**src/rtl/pwm_dac_pkg.sv**
```systemverilog
`timescale 1ns/1ps
package pwm_dac_pkg;

  // Tick counter / code width and carrier exponents.
  localparam int unsigned CNT_W     = 14;
  localparam int unsigned SHORT_LOG = 6;   // 64-tick base cycle
  localparam int unsigned LONG_LOG  = 8;   // 256-tick base cycle
  // Two channels, addressed by a one-bit word address.
  localparam int unsigned N_CH      = 2;
  localparam int unsigned REG_W     = CNT_W + 2;

  typedef struct packed {
    logic [CNT_W-1:0] code;
    logic             carrier;
  } ch_cfg_t;

  // Reverse the lowest w bits of v; bits above w come back as zero.
  function automatic logic [CNT_W-1:0] rev_low(input logic [CNT_W-1:0] v,
                                               input int unsigned w);
    logic [CNT_W-1:0] r;
    r = '0;
    for (int i = 0; i < CNT_W; i++) begin
      r = {r[CNT_W-2:0], v[i]};
    end
    return r >> (CNT_W - w);
  endfunction

endpackage

```
**src/rtl/pwm_dac_regs.sv**
```systemverilog
`timescale 1ns/1ps
module pwm_dac_regs
  import pwm_dac_pkg::*;
(
  input  logic             clk,
  input  logic             rst_n,
  input  logic             wr_en,
  input  logic             addr,
  input  logic [REG_W-1:0] wdata,
  input  logic [CNT_W-1:0] cnt,
  output logic [REG_W-1:0] rdata,
  output ch_cfg_t          cfg_o [N_CH],
  output logic             run_o
);

  ch_cfg_t cfg_q [N_CH];
  ch_cfg_t cfg_d [N_CH];
  logic    page_q, page_d;
  logic    run_q,  run_d;

  // Next-state logic
  always_comb begin
    for (int i = 0; i < N_CH; i++) cfg_d[i] = cfg_q[i];
    page_d = page_q;
    run_d  = run_q;
    if (wr_en) begin
      page_d = wdata[0];
      if (!page_q) begin
        cfg_d[addr].code    = wdata[REG_W-1:2];
        cfg_d[addr].carrier = wdata[1];
      end else if (addr == 1'b0) begin
        run_d = wdata[1];
      end
    end
  end

  // State registers
  always_ff @(posedge clk or negedge rst_n) begin
    if (!rst_n) begin
      for (int i = 0; i < N_CH; i++) begin
        cfg_q[i] <= '{code: '1, carrier: 1'b1};
      end
      page_q <= 1'b1;
      run_q  <= 1'b0;
    end else begin
      for (int i = 0; i < N_CH; i++) cfg_q[i] <= cfg_d[i];
      page_q <= page_d;
      run_q  <= run_d;
    end
  end

  // Read multiplexer
  always_comb begin
    if (!page_q) begin
      rdata = {cfg_q[addr].code, cfg_q[addr].carrier, page_q};
    end else if (addr == 1'b0) begin
      rdata = {{CNT_W{1'b1}}, run_q, page_q};
    end else begin
      rdata = {cnt, 1'b1, page_q};
    end
  end

  for (genvar g = 0; g < N_CH; g++) begin : g_out
    assign cfg_o[g] = cfg_q[g];
  end
  assign run_o = run_q;

  // idle cycles change nothing
  a_r2_idle_hold: assert property (@(posedge clk) disable iff (!rst_n)
    !wr_en |=> ($stable(cfg_q[0]) && $stable(cfg_q[1]) && $stable(page_q) && $stable(run_q)));

  // page-1 writes never touch the codes
  a_r2_ctrl_keeps_codes: assert property (@(posedge clk) disable iff (!rst_n)
    (wr_en && page_q) |=> ($stable(cfg_q[0]) && $stable(cfg_q[1])));

endmodule

```
**src/rtl/pwm_dac_timebase.sv**
```systemverilog
`timescale 1ns/1ps
module pwm_dac_timebase
  import pwm_dac_pkg::*;
(
  input  logic             clk,
  input  logic             rst_n,
  input  logic             run,
  output logic [CNT_W-1:0] cnt
);

  logic [CNT_W-1:0] cnt_q, cnt_d;

  always_comb begin
    if (run) cnt_d = cnt_q + 1'b1;
    else     cnt_d = '0;
  end

  always_ff @(posedge clk or negedge rst_n) begin
    if (!rst_n) cnt_q <= '0;
    else        cnt_q <= cnt_d;
  end

  assign cnt = cnt_q;

  // one step per clock while running, wrapping at the top
  a_r3_step: assert property (@(posedge clk) disable iff (!rst_n)
    run |=> (cnt_q == $past(cnt_q) + 1'b1));

  // cleared while stopped
  a_r10_cnt_cleared: assert property (@(posedge clk) disable iff (!rst_n)
    !run |=> (cnt_q == '0));

endmodule

```
**src/rtl/pwm_dac_channel.sv**
```systemverilog
`timescale 1ns/1ps
module pwm_dac_channel
  import pwm_dac_pkg::*;
(
  input  logic             clk,
  input  logic             rst_n,
  input  logic             run,
  input  logic [CNT_W-1:0] cnt,
  input  ch_cfg_t          cfg_in,
  output logic             pwm_o
);

  localparam int unsigned S_IDX_W = CNT_W - SHORT_LOG;
  localparam int unsigned L_IDX_W = CNT_W - LONG_LOG;
  localparam logic [CNT_W-1:0] S_LOW_MASK = CNT_W'((1 << S_IDX_W) - 1);
  localparam logic [CNT_W-1:0] L_LOW_MASK = CNT_W'((1 << L_IDX_W) - 1);
  localparam logic [CNT_W-1:0] S_TICK_MASK = CNT_W'((1 << SHORT_LOG) - 1);
  localparam logic [CNT_W-1:0] L_TICK_MASK = CNT_W'((1 << LONG_LOG) - 1);
  localparam logic [CNT_W-1:0] S_MIN_CODE = CNT_W'(1 << S_IDX_W);
  localparam logic [CNT_W-1:0] L_MIN_CODE = CNT_W'(1 << L_IDX_W);

  ch_cfg_t          act_q, act_d;
  logic             pwm_q, pwm_d;
  logic             last_tick, load;
  logic [CNT_W-1:0] upper, lower, tick, rev_idx;
  logic             extra, in_range, high;

  // End of the current base cycle, measured in the active carrier
  always_comb begin
    if (act_q.carrier) last_tick = ((cnt & L_TICK_MASK) == L_TICK_MASK);
    else               last_tick = ((cnt & S_TICK_MASK) == S_TICK_MASK);
  end

  assign load  = !run || last_tick;
  assign act_d = load ? cfg_in : act_q;

  // Field split for the active carrier
  always_comb begin
    if (act_q.carrier) begin
      upper   = act_q.code >> L_IDX_W;
      lower   = act_q.code & L_LOW_MASK;
      tick    = cnt & L_TICK_MASK;
      rev_idx = rev_low(cnt >> LONG_LOG, L_IDX_W);
    end else begin
      upper   = act_q.code >> S_IDX_W;
      lower   = act_q.code & S_LOW_MASK;
      tick    = cnt & S_TICK_MASK;
      rev_idx = rev_low(cnt >> SHORT_LOG, S_IDX_W);
    end
  end

  assign extra    = (rev_idx < lower);
  assign in_range = (upper != '0);
  assign high     = (tick < upper) || ((tick == upper) && extra);
  assign pwm_d    = run && in_range && high;

  always_ff @(posedge clk or negedge rst_n) begin
    if (!rst_n) begin
      act_q <= '{code: '1, carrier: 1'b1};
      pwm_q <= 1'b0;
    end else begin
      act_q <= act_d;
      pwm_q <= pwm_d;
    end
  end

  assign pwm_o = pwm_q;

  // Range limit written from the code value, not from the field split
  logic code_ok;
  assign code_ok = act_q.carrier ? (act_q.code >= L_MIN_CODE) : (act_q.code >= S_MIN_CODE);

  // the active setting is frozen inside a running base cycle
  a_r9_defer: assert property (@(posedge clk) disable iff (!rst_n)
    (run && !last_tick) |=> $stable(act_q));

  // out-of-range code keeps the output low
  a_r7_fixed_low: assert property (@(posedge clk) disable iff (!rst_n)
    !code_ok |=> !pwm_q);

  // stopped block keeps the output low
  a_r10_idle_low: assert property (@(posedge clk) disable iff (!rst_n)
    !run |=> !pwm_q);

endmodule

```
**src/rtl/pwm_dac14.sv**
```systemverilog
`timescale 1ns/1ps
module pwm_dac14
  import pwm_dac_pkg::*;
(
  input  logic             clk,
  input  logic             rst_n,
  input  logic             wr_en,
  input  logic             addr,
  input  logic [REG_W-1:0] wdata,
  output logic [REG_W-1:0] rdata,
  output logic [N_CH-1:0]  pwm_out
);

  // Asynchronous assert, synchronous release
  logic rst_meta_n, rst_sync_n;
  always_ff @(posedge clk or negedge rst_n) begin
    if (!rst_n) begin
      rst_meta_n <= 1'b0;
      rst_sync_n <= 1'b0;
    end else begin
      rst_meta_n <= 1'b1;
      rst_sync_n <= rst_meta_n;
    end
  end

  ch_cfg_t          cfg [N_CH];
  logic             run;
  logic [CNT_W-1:0] cnt;

  pwm_dac_regs u_regs (
    .clk   (clk),
    .rst_n (rst_sync_n),
    .wr_en (wr_en),
    .addr  (addr),
    .wdata (wdata),
    .cnt   (cnt),
    .rdata (rdata),
    .cfg_o (cfg),
    .run_o (run)
  );

  pwm_dac_timebase u_timebase (
    .clk   (clk),
    .rst_n (rst_sync_n),
    .run   (run),
    .cnt   (cnt)
  );

  for (genvar g = 0; g < N_CH; g++) begin : g_ch
    pwm_dac_channel u_ch (
      .clk    (clk),
      .rst_n  (rst_sync_n),
      .run    (run),
      .cnt    (cnt),
      .cfg_in (cfg[g]),
      .pwm_o  (pwm_out[g])
    );
  end

endmodule

```
**config.mk**
```make
export PLATFORM = sky130hd
export DESIGN_NAME = pwm_dac14
export DESIGN_NICKNAME = d
export VERILOG_FILES = /design/src/rtl/pwm_dac_pkg.sv /design/src/rtl/pwm_dac_regs.sv /design/src/rtl/pwm_dac_timebase.sv /design/src/rtl/pwm_dac_channel.sv /design/src/rtl/pwm_dac14.sv
export SDC_FILE = /design/constraint.sdc
export NUM_CORES = 1
export LEC_CHECK = 0
export CAP_MARGIN = 20
export CORE_AREA = 4 4 97 99
export CTS_BUF_LIST = sky130_fd_sc_hd__clkbuf_16
export CTS_CLUSTER_DIAMETER = 80
export DETAILED_ROUTE_END_ITERATION = 10
export DIE_AREA = 0 0 101 103
export PLACE_DENSITY = 0.72
export SKIP_CTS_REPAIR_TIMING = 1
export SYNTH_ARGS = -nofsm -noshare
export SYNTH_HDL_FRONTEND = slang
export SYNTH_SLANG_ARGS = --single-unit
```
**constraint.sdc**
```tcl
create_clock -name clk -period 2.8 [get_ports clk]
set_input_delay 0.42 -clock clk [delete_from_list [all_inputs] [get_ports clk]]
set_output_delay 0.42 -clock clk [all_outputs]
set_load 0.05 [all_outputs]
```
* Yosys cells after proc, flatten, opt, wreduce, memory -nomap -nowiden
Index checks and enable logic that the tools add are counted.
W data, S select, Z words.
** Operators by class
- $add $sub $neg :: 1
- Order comparisons :: 6
- Eq/ne operators :: 4
- Multiplexer cells :: 22
- Bitwise gates (word level) :: 3
- Reduce and logical (&&, ||, !) cells :: 16
** Operators with widths (count)
- $mux W8 :: 8
- $bwmux W30 :: 2
- $mux W15 :: 4
- $lt A14 B14 Y1 :: 4
- $mux W16 :: 2
- $demux W15 S1 :: 2
- $eq A14 B14 Y1 :: 2
- $reduce_bool A14 Y1 :: 2
- $add A14 B1 Y14 const B :: 1
- $mux W14 :: 1
- $eq A8 B8 Y1 const B :: 1
- $logic_and A1 B1 Y1 :: 7
- $eq A6 B6 Y1 const B :: 1
- $logic_or A1 B1 Y1 :: 4
- $mux W1 :: 3
- $reduce_and A3 Y1 :: 1
- $ge A2 B2 Y1 const B :: 1
- $lt A2 B1 Y1 const B :: 1
- $not A1 Y1 :: 2
- $not A1 Y2 :: 1
- $reduce_and A2 Y1 :: 1
- $logic_not A1 Y1 :: 1
** Storage, ports and cells
- Bits in registers :: 80
- Input port bits :: 20
- Output and inout port bits :: 18

* Depth between registers and ports, before layout
Gate-level depths: netlist (run 1).
- Depth after elaboration :: 7
- Mapped depth :: 9
- Mapped depth without buffers :: 7

* By module
Synthesis (run 1) repeated with hierarchy kept, for this count alone.
** Second synthesis, totals
- Cell total of the unflattened synthesis :: 388
- Area, all modules :: 4635.7 sq um
** By module, submodules not included
- pwm_dac_regs :: instances 1, cells each 108, area each 1640.3 sq um, seq. area each 839.6 sq um
- pwm_dac_channel (g_ch[0].u_ch) :: instances 1, cells each 104, area each 1141.1 sq um, seq. area each 419.2 sq um
- pwm_dac_channel (g_ch[1].u_ch) :: instances 1, cells each 106, area each 1134.8 sq um, seq. area each 419.2 sq um
- pwm_dac_timebase :: instances 1, cells each 67, area each 665.6 sq um, seq. area each 350.3 sq um
- pwm_dac14 :: instances 1, cells each 3, area each 53.8 sq um, seq. area each 50.0 sq um

* Worst setup path before layout (run 1)
No wires, ideal clock.
- Path type :: flip-flop to output port
- Start :: register u_regs.page_q
- End :: output rdata[11]
- Data arrival time :: 1.930 ns
- Data required time :: 2.380 ns
- Setup slack :: 0.450 ns
- Cell stages (with the launch flop) :: 5
- Buffers on the path :: 2
- Cells stage by stage :: dfstp_2 > buf_2 > buf_2 > mux2i_1 > a21oi_1
** On the way
- Cells in the longest elaborated chain, start to end :: 1
** Ends and longest elaborated chain
- start, declared :: RTL line pwm_dac_regs.sv:18 : logic page_q, page_d;
- start signal, assigned :: RTL line pwm_dac_regs.sv:47 : page_q <= page_d;
- $mux W16 :: RTL line pwm_dac_regs.sv:54 : if (!page_q) begin
- end, declared :: RTL line pwm_dac14.sv:10 : output logic [REG_W-1:0] rdata,
No other way between the ends.

* Worst setup path in the final report (run 1)
- Start :: register u_regs.page_q
- End :: output rdata[8]
The elaborated chain is that of the path after synthesis.

==> summary.md, run 1 <==
| Metric | Value |
|---|---|
| Worst setup SP type | `flop` |
| Minimum clock period | `2340 ps` |
| Starting density of the core | `0.539` |
| Mapped Avg Cell Area | `11.8 um^2` |
| Synthesized cell area | `4610 um^2` |
| Worst-Skew Late Latency | `340 ps` |
| Final hold viol count | `0` |
| Async SR Flop Fraction | `1.00` |
| R2r setup slk | `480 ps` |
| Slew Limit Headroom | `0.667` |
| Leak | `2.53 nW` |
| Average wire per standard cell | `19.4 um` |
| Overall via count from detail_route | `3101` |
| WL final | `10500 um` |
| Post-route ant nets | `0` |
| Worst r2r src | `g_ch[0].u_ch.act_q[0]` |
| Clock transition at the registers of the reported paths | `60 ps` |
| Vias in the first global route | `3273` |
| Root buf cell | `clkbuf_16` |
| Worst Tran Pin Value | `496 ps` |
| Nets | `482` |
| Flops & latches, synth | `80` |
| Share of cells above drive strength 1 | `0.390` |
| Die area | `10400 um^2` |
| RSZ-0062 raised after global routing | `false` |
| Crit path arrival time | `1920 ps` |
| Largest net degree at the start of global routing | `38` |
| IO Pins | `38` |
| H-tree depth | `3` |
| CP Class | `reg2out` |
| Overall routing resource usage | `0.222` |
| Post-DP HPWL | `7700 um` |
| Reg-to-reg endpoint | `g_ch[0].u_ch.pwm_o` |
| Maxcap violations | `0` |
| Endpoints failing setup | `0` |
| Status | `finished, final reports clean` |
| Max frequency | `427 MHz` |
| FP Rows | `34` |
| Top_reg_cell synth | `dfstp_2` |
| Placer congestion estimate | `0.948` |
| Synth Instances | `391` |
| Max Root-Sink Buffers | `2` |
| Met1 Use GR | `0.306` |
| Fin cells | `544` |
| Die Ht | `103 um` |
| Worst EP required | `2380 ps` |
| FF-to-FF path depth | `6` |
| CTS tree | `done` |
| Most Crowded Layer GR | `met2` |
| Worst-path maximum fanout | `13` |
| Initial antenna violation count | `0` |
| First-pass GRT wire length | `17500 um` |
| CP Capture Type | `output pin` |
| VDD IR max | `0.520 mV` |
| Area Growth Syn to Fin | `21.4%` |
| Min-Delay Path Class | `in2async` |
| PD cells | `926 nW/um^2` |
| Inserted Diodes | `0` |
| Sequential area share after synthesis | `0.451` |
| Place WS | `524 ps` |
| DRC | `0` |
| Sink Count | `80` |
| Slew Viols, Final | `0` |
| Final WS setup | `456 ps` |
| Initial DRC count | `142` |
| Total grt overflow | `0` |
| YS warnings | `0` |
| Synth unique cells | `48` |
| Vias per cell | `5.70` |
| Fin crit share | `0.837` |
| Core Box Area | `8550 um^2` |
| Grt met2 use | `0.352` |
| CTS buffer count | `9` |
| Synth Net Count | `442` |
| Die Wd | `101 um` |
| Clock skew | `14.3 ps` |
| Grt met3 use | `0.0440` |
| EDFF count, synth | `0` |
| First-pass iteration count of the detailed router | `4` |
| Input/output buffers | `37` |
| Post-placement cell count | `528` |
| Setup TNS | `0 ps` |
layout make-up:
type                            count  area (um^2)
Fill cell                         657         2960
Sequential cell                    80         2080
Inverter                           13         48.8
Clock inverter                      6          106
Multi-Input combinational cell    278         2360
Tap cell                          108          135
Clock buffer                       10          250
Timing Repair Buffer               49          611
sequential cells by signal, summed over array words and instances, names as in the netlist:
name and flops:
rst_meta_n 1, g_ch.u_ch.act_q 30, u_timebase.cnt 14, u_regs.run_o 1
rst_sync_n 1, g_ch.u_ch.pwm_o 2, u_regs.page_q 1, u_regs.cfg_o 30
Yosys cell counts (3+ instances only):
cell type	number	share of area
nand3_1	9	0.0098
mux2i_1	24	0.052
mux2_1	5	0.012
dfstp_2	61	0.35
inv_1	12	0.0098
buf_4	3	0.0049
dfrtp_1	19	0.10
nor2b_1	8	0.011
mux2_4	20	0.065
and2_1	15	0.020
ha_1	31	0.084
xnor2_1	6	0.011
xor2_1	5	0.0095
a21oi_1	29	0.031
mux2_2	39	0.095
nand2b_1	6	0.0081
clkbuf_1	6	0.0049
nor2_1	21	0.017
nand2_1	17	0.014
nand4_1	5	0.0068
a21boi_0	3	0.0049
buf_2	8	0.0087
o21ai_0	7	0.0076
routing by layer:
layer / up-vias / share of wire
met5: - / 0
met4: 0 / 0.015
met3: 19 / 0.038
met2: 64 / 0.47
met1: 1552 / 0.47
li1: 1466 / -
per-stage QoR:
step	hold slack [ps]	cell area (um^2)	utilization	power, W
floorplan	124	4610	-	0.00323
global placement	310	5240	0.613	0.00375
detailed placement	317	5240	0.613	0.00381
CTS	232	5600	0.654	0.00521
global route	232	5600	0.654	0.00548
finish	241	5600	0.654	0.00518
critical path, stage by stage, from the launching register on:
cell and delay, ps:
dfstp_2 680, buf_4 300, mux2i_1 120, a21oi_1 290, buf_12 180
report_power, final:
group,switching [W],internal [W]
registers,0.000406,0.00170
clock network,0.000464,0.000922
logic,0.000793,0.000896
kinds of logic (layout without fill, tap and decap cells):
kind of cell,after synthesis,in the layout,share of synthesized area
buffers and inverters,33,78,0.0364
adders and majority gates,31,31,0.0842
DFF,80,80,0.451
AOI/OAI and AO/OA,50,50,0.0668
muxes,88,88,0.225
and+or+nand+nor,97,97,0.115
other,1,1,0.000814
xor gates and xnor gates,11,11,0.0209
worst max path at each step:
stage	from	end	slack, ps
floorplan	u_regs.page_q	rdata[11]	450
global placement	g_ch[0].u_ch.act_q[0]	g_ch[0].u_ch.pwm_o	520
detailed placement	g_ch[0].u_ch.act_q[0]	g_ch[0].u_ch.pwm_o	520
CTS	u_regs.page_q	rdata[8]	430
global route	u_regs.page_q	rdata[11]	370
finish	u_regs.page_q	rdata[8]	460
placed cells by master, fill, tap and decap left out, drive strengths merged, types with 18 or more instances in the layout:
cell / count
dfrtp: 19
buf: 27
mux2: 64
a21oi: 29
nor2: 21
nand2: 18
dfstp: 61
ha: 31
mux2i: 24
clkdlybuf4s50: 22
(Power assumes the default switching activity.)
==> run 2: changes to the inputs <==
- CORE_AREA: 4 4 97 99 -> 4 4 99 101
- DIE_AREA: 0 0 101 103 -> 0 0 103 105
- clock period: 2.8 -> 1.9 ns (I/O delays scaled with it)
==> run 2 against run 1 <==
Compared with the run above:
- the run now ends with negative setup slack left
- sequential share of layout area down 4.0 points
- non-clock buffer count grew 41
- register-to-register slack worse by 750 ps
- first-iteration DRC count decreased by 1.4%
- final area rose by 12%
- largest cell class unchanged
- die area rose by 4.0%
- utilization grew 4.1 points
==> summary.md, run 2 (synthesized netlist as in run 1, its figures left out) <==
| Metric | Value |
|---|---|
| Status | `complete, but fails checks` |
| Area Growth Syn to Fin | `36.1%` |
| Minimum clock period | `2170 ps` |
| Die Ht | `105 um` |
| CTS tree | `done` |
| Clock skew | `5.16 ps` |
| First-pass GRT wire length | `18200 um` |
| IO Pins | `38` |
| Worst EP required | `2170 ps` |
| Violated checks | `negative setup slack` |
| Vias in the first global route | `3535` |
| Critical-path top delay cell | `dfstp_2` |
| Final hold viol count | `0` |
| CTS buffer count | `9` |
| VDD IR max | `0.632 mV` |
| Fillers | `606` |
| Die Wd | `103 um` |
| Post-route ant nets | `0` |
| Overall routing resource usage | `0.220` |
| CP Class | `reg2reg` |
| Max frequency | `460 MHz` |
| Placer congestion estimate | `0.887` |
| Initial DRC count | `140` |
| Fin crit share | `1.14` |
| Sink Count | `80` |
| H-tree depth | `3` |
| WL final | `11900 um` |
| Initial antenna violation count | `0` |
| Input/output buffers | `37` |
| Core Box Area | `9020 um^2` |
| Inserted Diodes | `0` |
| Setup TNS | `-1240 ps` |
| Commonest non-fill, non-tap cell in the layout | `dfstp_2` |
| Die area | `10800 um^2` |
| Share of cells above drive strength 1 | `0.521` |
| Largest net degree at the start of global routing | `37` |
| Post-DP HPWL | `8390 um` |
| Max Root-Sink Buffers | `2` |
| Nets | `524` |
| Worst-Skew Late Latency | `330 ps` |
| Commonest non-fill, non-tap cells in the layout | `dfstp_2 (61), mux2_2 (38), buf_4 (38), ha_1 (30), buf_12 (23)` |
| PD cells | `1290 nW/um^2` |
| Crit-path cells | `buf_6 -> mux2i_1 -> ha_1 -> nand4_1 -> or4_4 -> a311oi_2 -> o211a_1` |
| First-pass iteration count of the detailed router | `4` |
| Maxcap violations | `0` |
| Worst-path maximum fanout | `5` |
| Leak | `2.76 nW` |
| Vias per cell | `5.64` |
| Total grt overflow | `0` |
| CP Capture Type | `flop` |
| Endpoints failing setup | `16` |
| Worst setup SP type | `flop` |
| DRC | `0` |
| FP Rows | `35` |
| Root buf cell | `clkbuf_16` |
| Clock transition at the registers of the reported paths | `60 ps` |
| Crit-path max cell delay | `590 ps` |
| Min-Delay Path Class | `in2async` |
| Crit path arrival time | `2440 ps` |
| Worst hold margin | `111 ps` |
| Final WS setup | `-274 ps` |
| Slew Viols, Final | `0` |
| FF-to-FF path depth | `7` |
| Starting density of the core | `0.511` |
| Overall via count from detail_route | `3324` |
| Average wire per standard cell | `20.2 um` |
| RSZ-0062 raised after global routing | `true` |
-- run 2: changes by cell type in the layout (fill, tap and decap cells not counted), sizes merged --
| cell | previous run | this run |
|---|---|---|
| buf | 27 | 68 |
| clkinv | 0 | 4 |
| bufinv | 3 | 1 |
| inv | 16 | 14 |
| clkdlybuf4s50 | 22 | 21 |
| clkinvlp | 0 | 1 |
| or2 | 1 | 2 |
-- run 2: per-stage QoR --
step	utilization	instance area [um^2]	cells	setup WS (ps)	total power [W]
floorplan	-	4730	391	-277	0.00486
global placement	0.631	5700	564	-218	0.00599
detailed placement	0.631	5700	564	-289	0.00609
CTS	0.664	5990	580	-345	0.00785
global route	0.695	6270	589	-366	0.00854
finish	0.695	6270	589	-274	0.00809
-- run 2: layout make-up --
cell class / count / area [um^2] / share of cell area
multi-input cells: 279 / 2650 / 0.422
flip-flops and latches: 80 / 2080 / 0.332
repair buffers: 90 / 1060 / 0.169
clock buffers: 9 / 225 / 0.0359
well taps: 111 / 139 / 0.0221
clock inverters: 7 / 71.3 / 0.0114
inverters: 13 / 48.8 / 0.00778
-- run 2: worst max-delay path, delay by kind of cell (launching register included) --
kind | cells | cell delay [ps]
simple gates | 2 | 660
compound gates | 2 | 350
mux | 1 | 80
fa+ha+maj | 1 | 300
flops | 1 | 590
buf+inv | 1 | 120
-- run 2: final timing paths --
check,start,end,slack [ps]
max reg2reg,g_ch[0].u_ch.act_q[0],g_ch[0].u_ch.pwm_o,-270
min,rst_n,rst_sync_n,110
min reg2reg,rst_meta_n,rst_sync_n,360
max in group asynchronous,rst_sync_n,u_regs.cfg_o[13],1040
max,g_ch[0].u_ch.act_q[0],g_ch[0].u_ch.pwm_o,-270
min in group clk,rst_meta_n,rst_sync_n,360
-- run 2: where the power goes --
group          switching [W]  internal [W]  total, W  leakage (nW)
clock network       0.000694       0.00102   0.00171         0.141
registers           0.000539       0.00251   0.00305         0.891
logic                0.00151       0.00183   0.00333          1.73
total                0.00274       0.00536   0.00809          2.76
-- run 2: layer usage --
layer | GRT usage | share of wire | vias to the layer above
met4 | 0.0777 | 0.020 | 0
met2 | 0.354 | 0.52 | 74
met5 | 0 | 0 | -
li1 | - | - | 1546
met1 | 0.302 | 0.44 | 1687
met3 | 0.0294 | 0.026 | 17
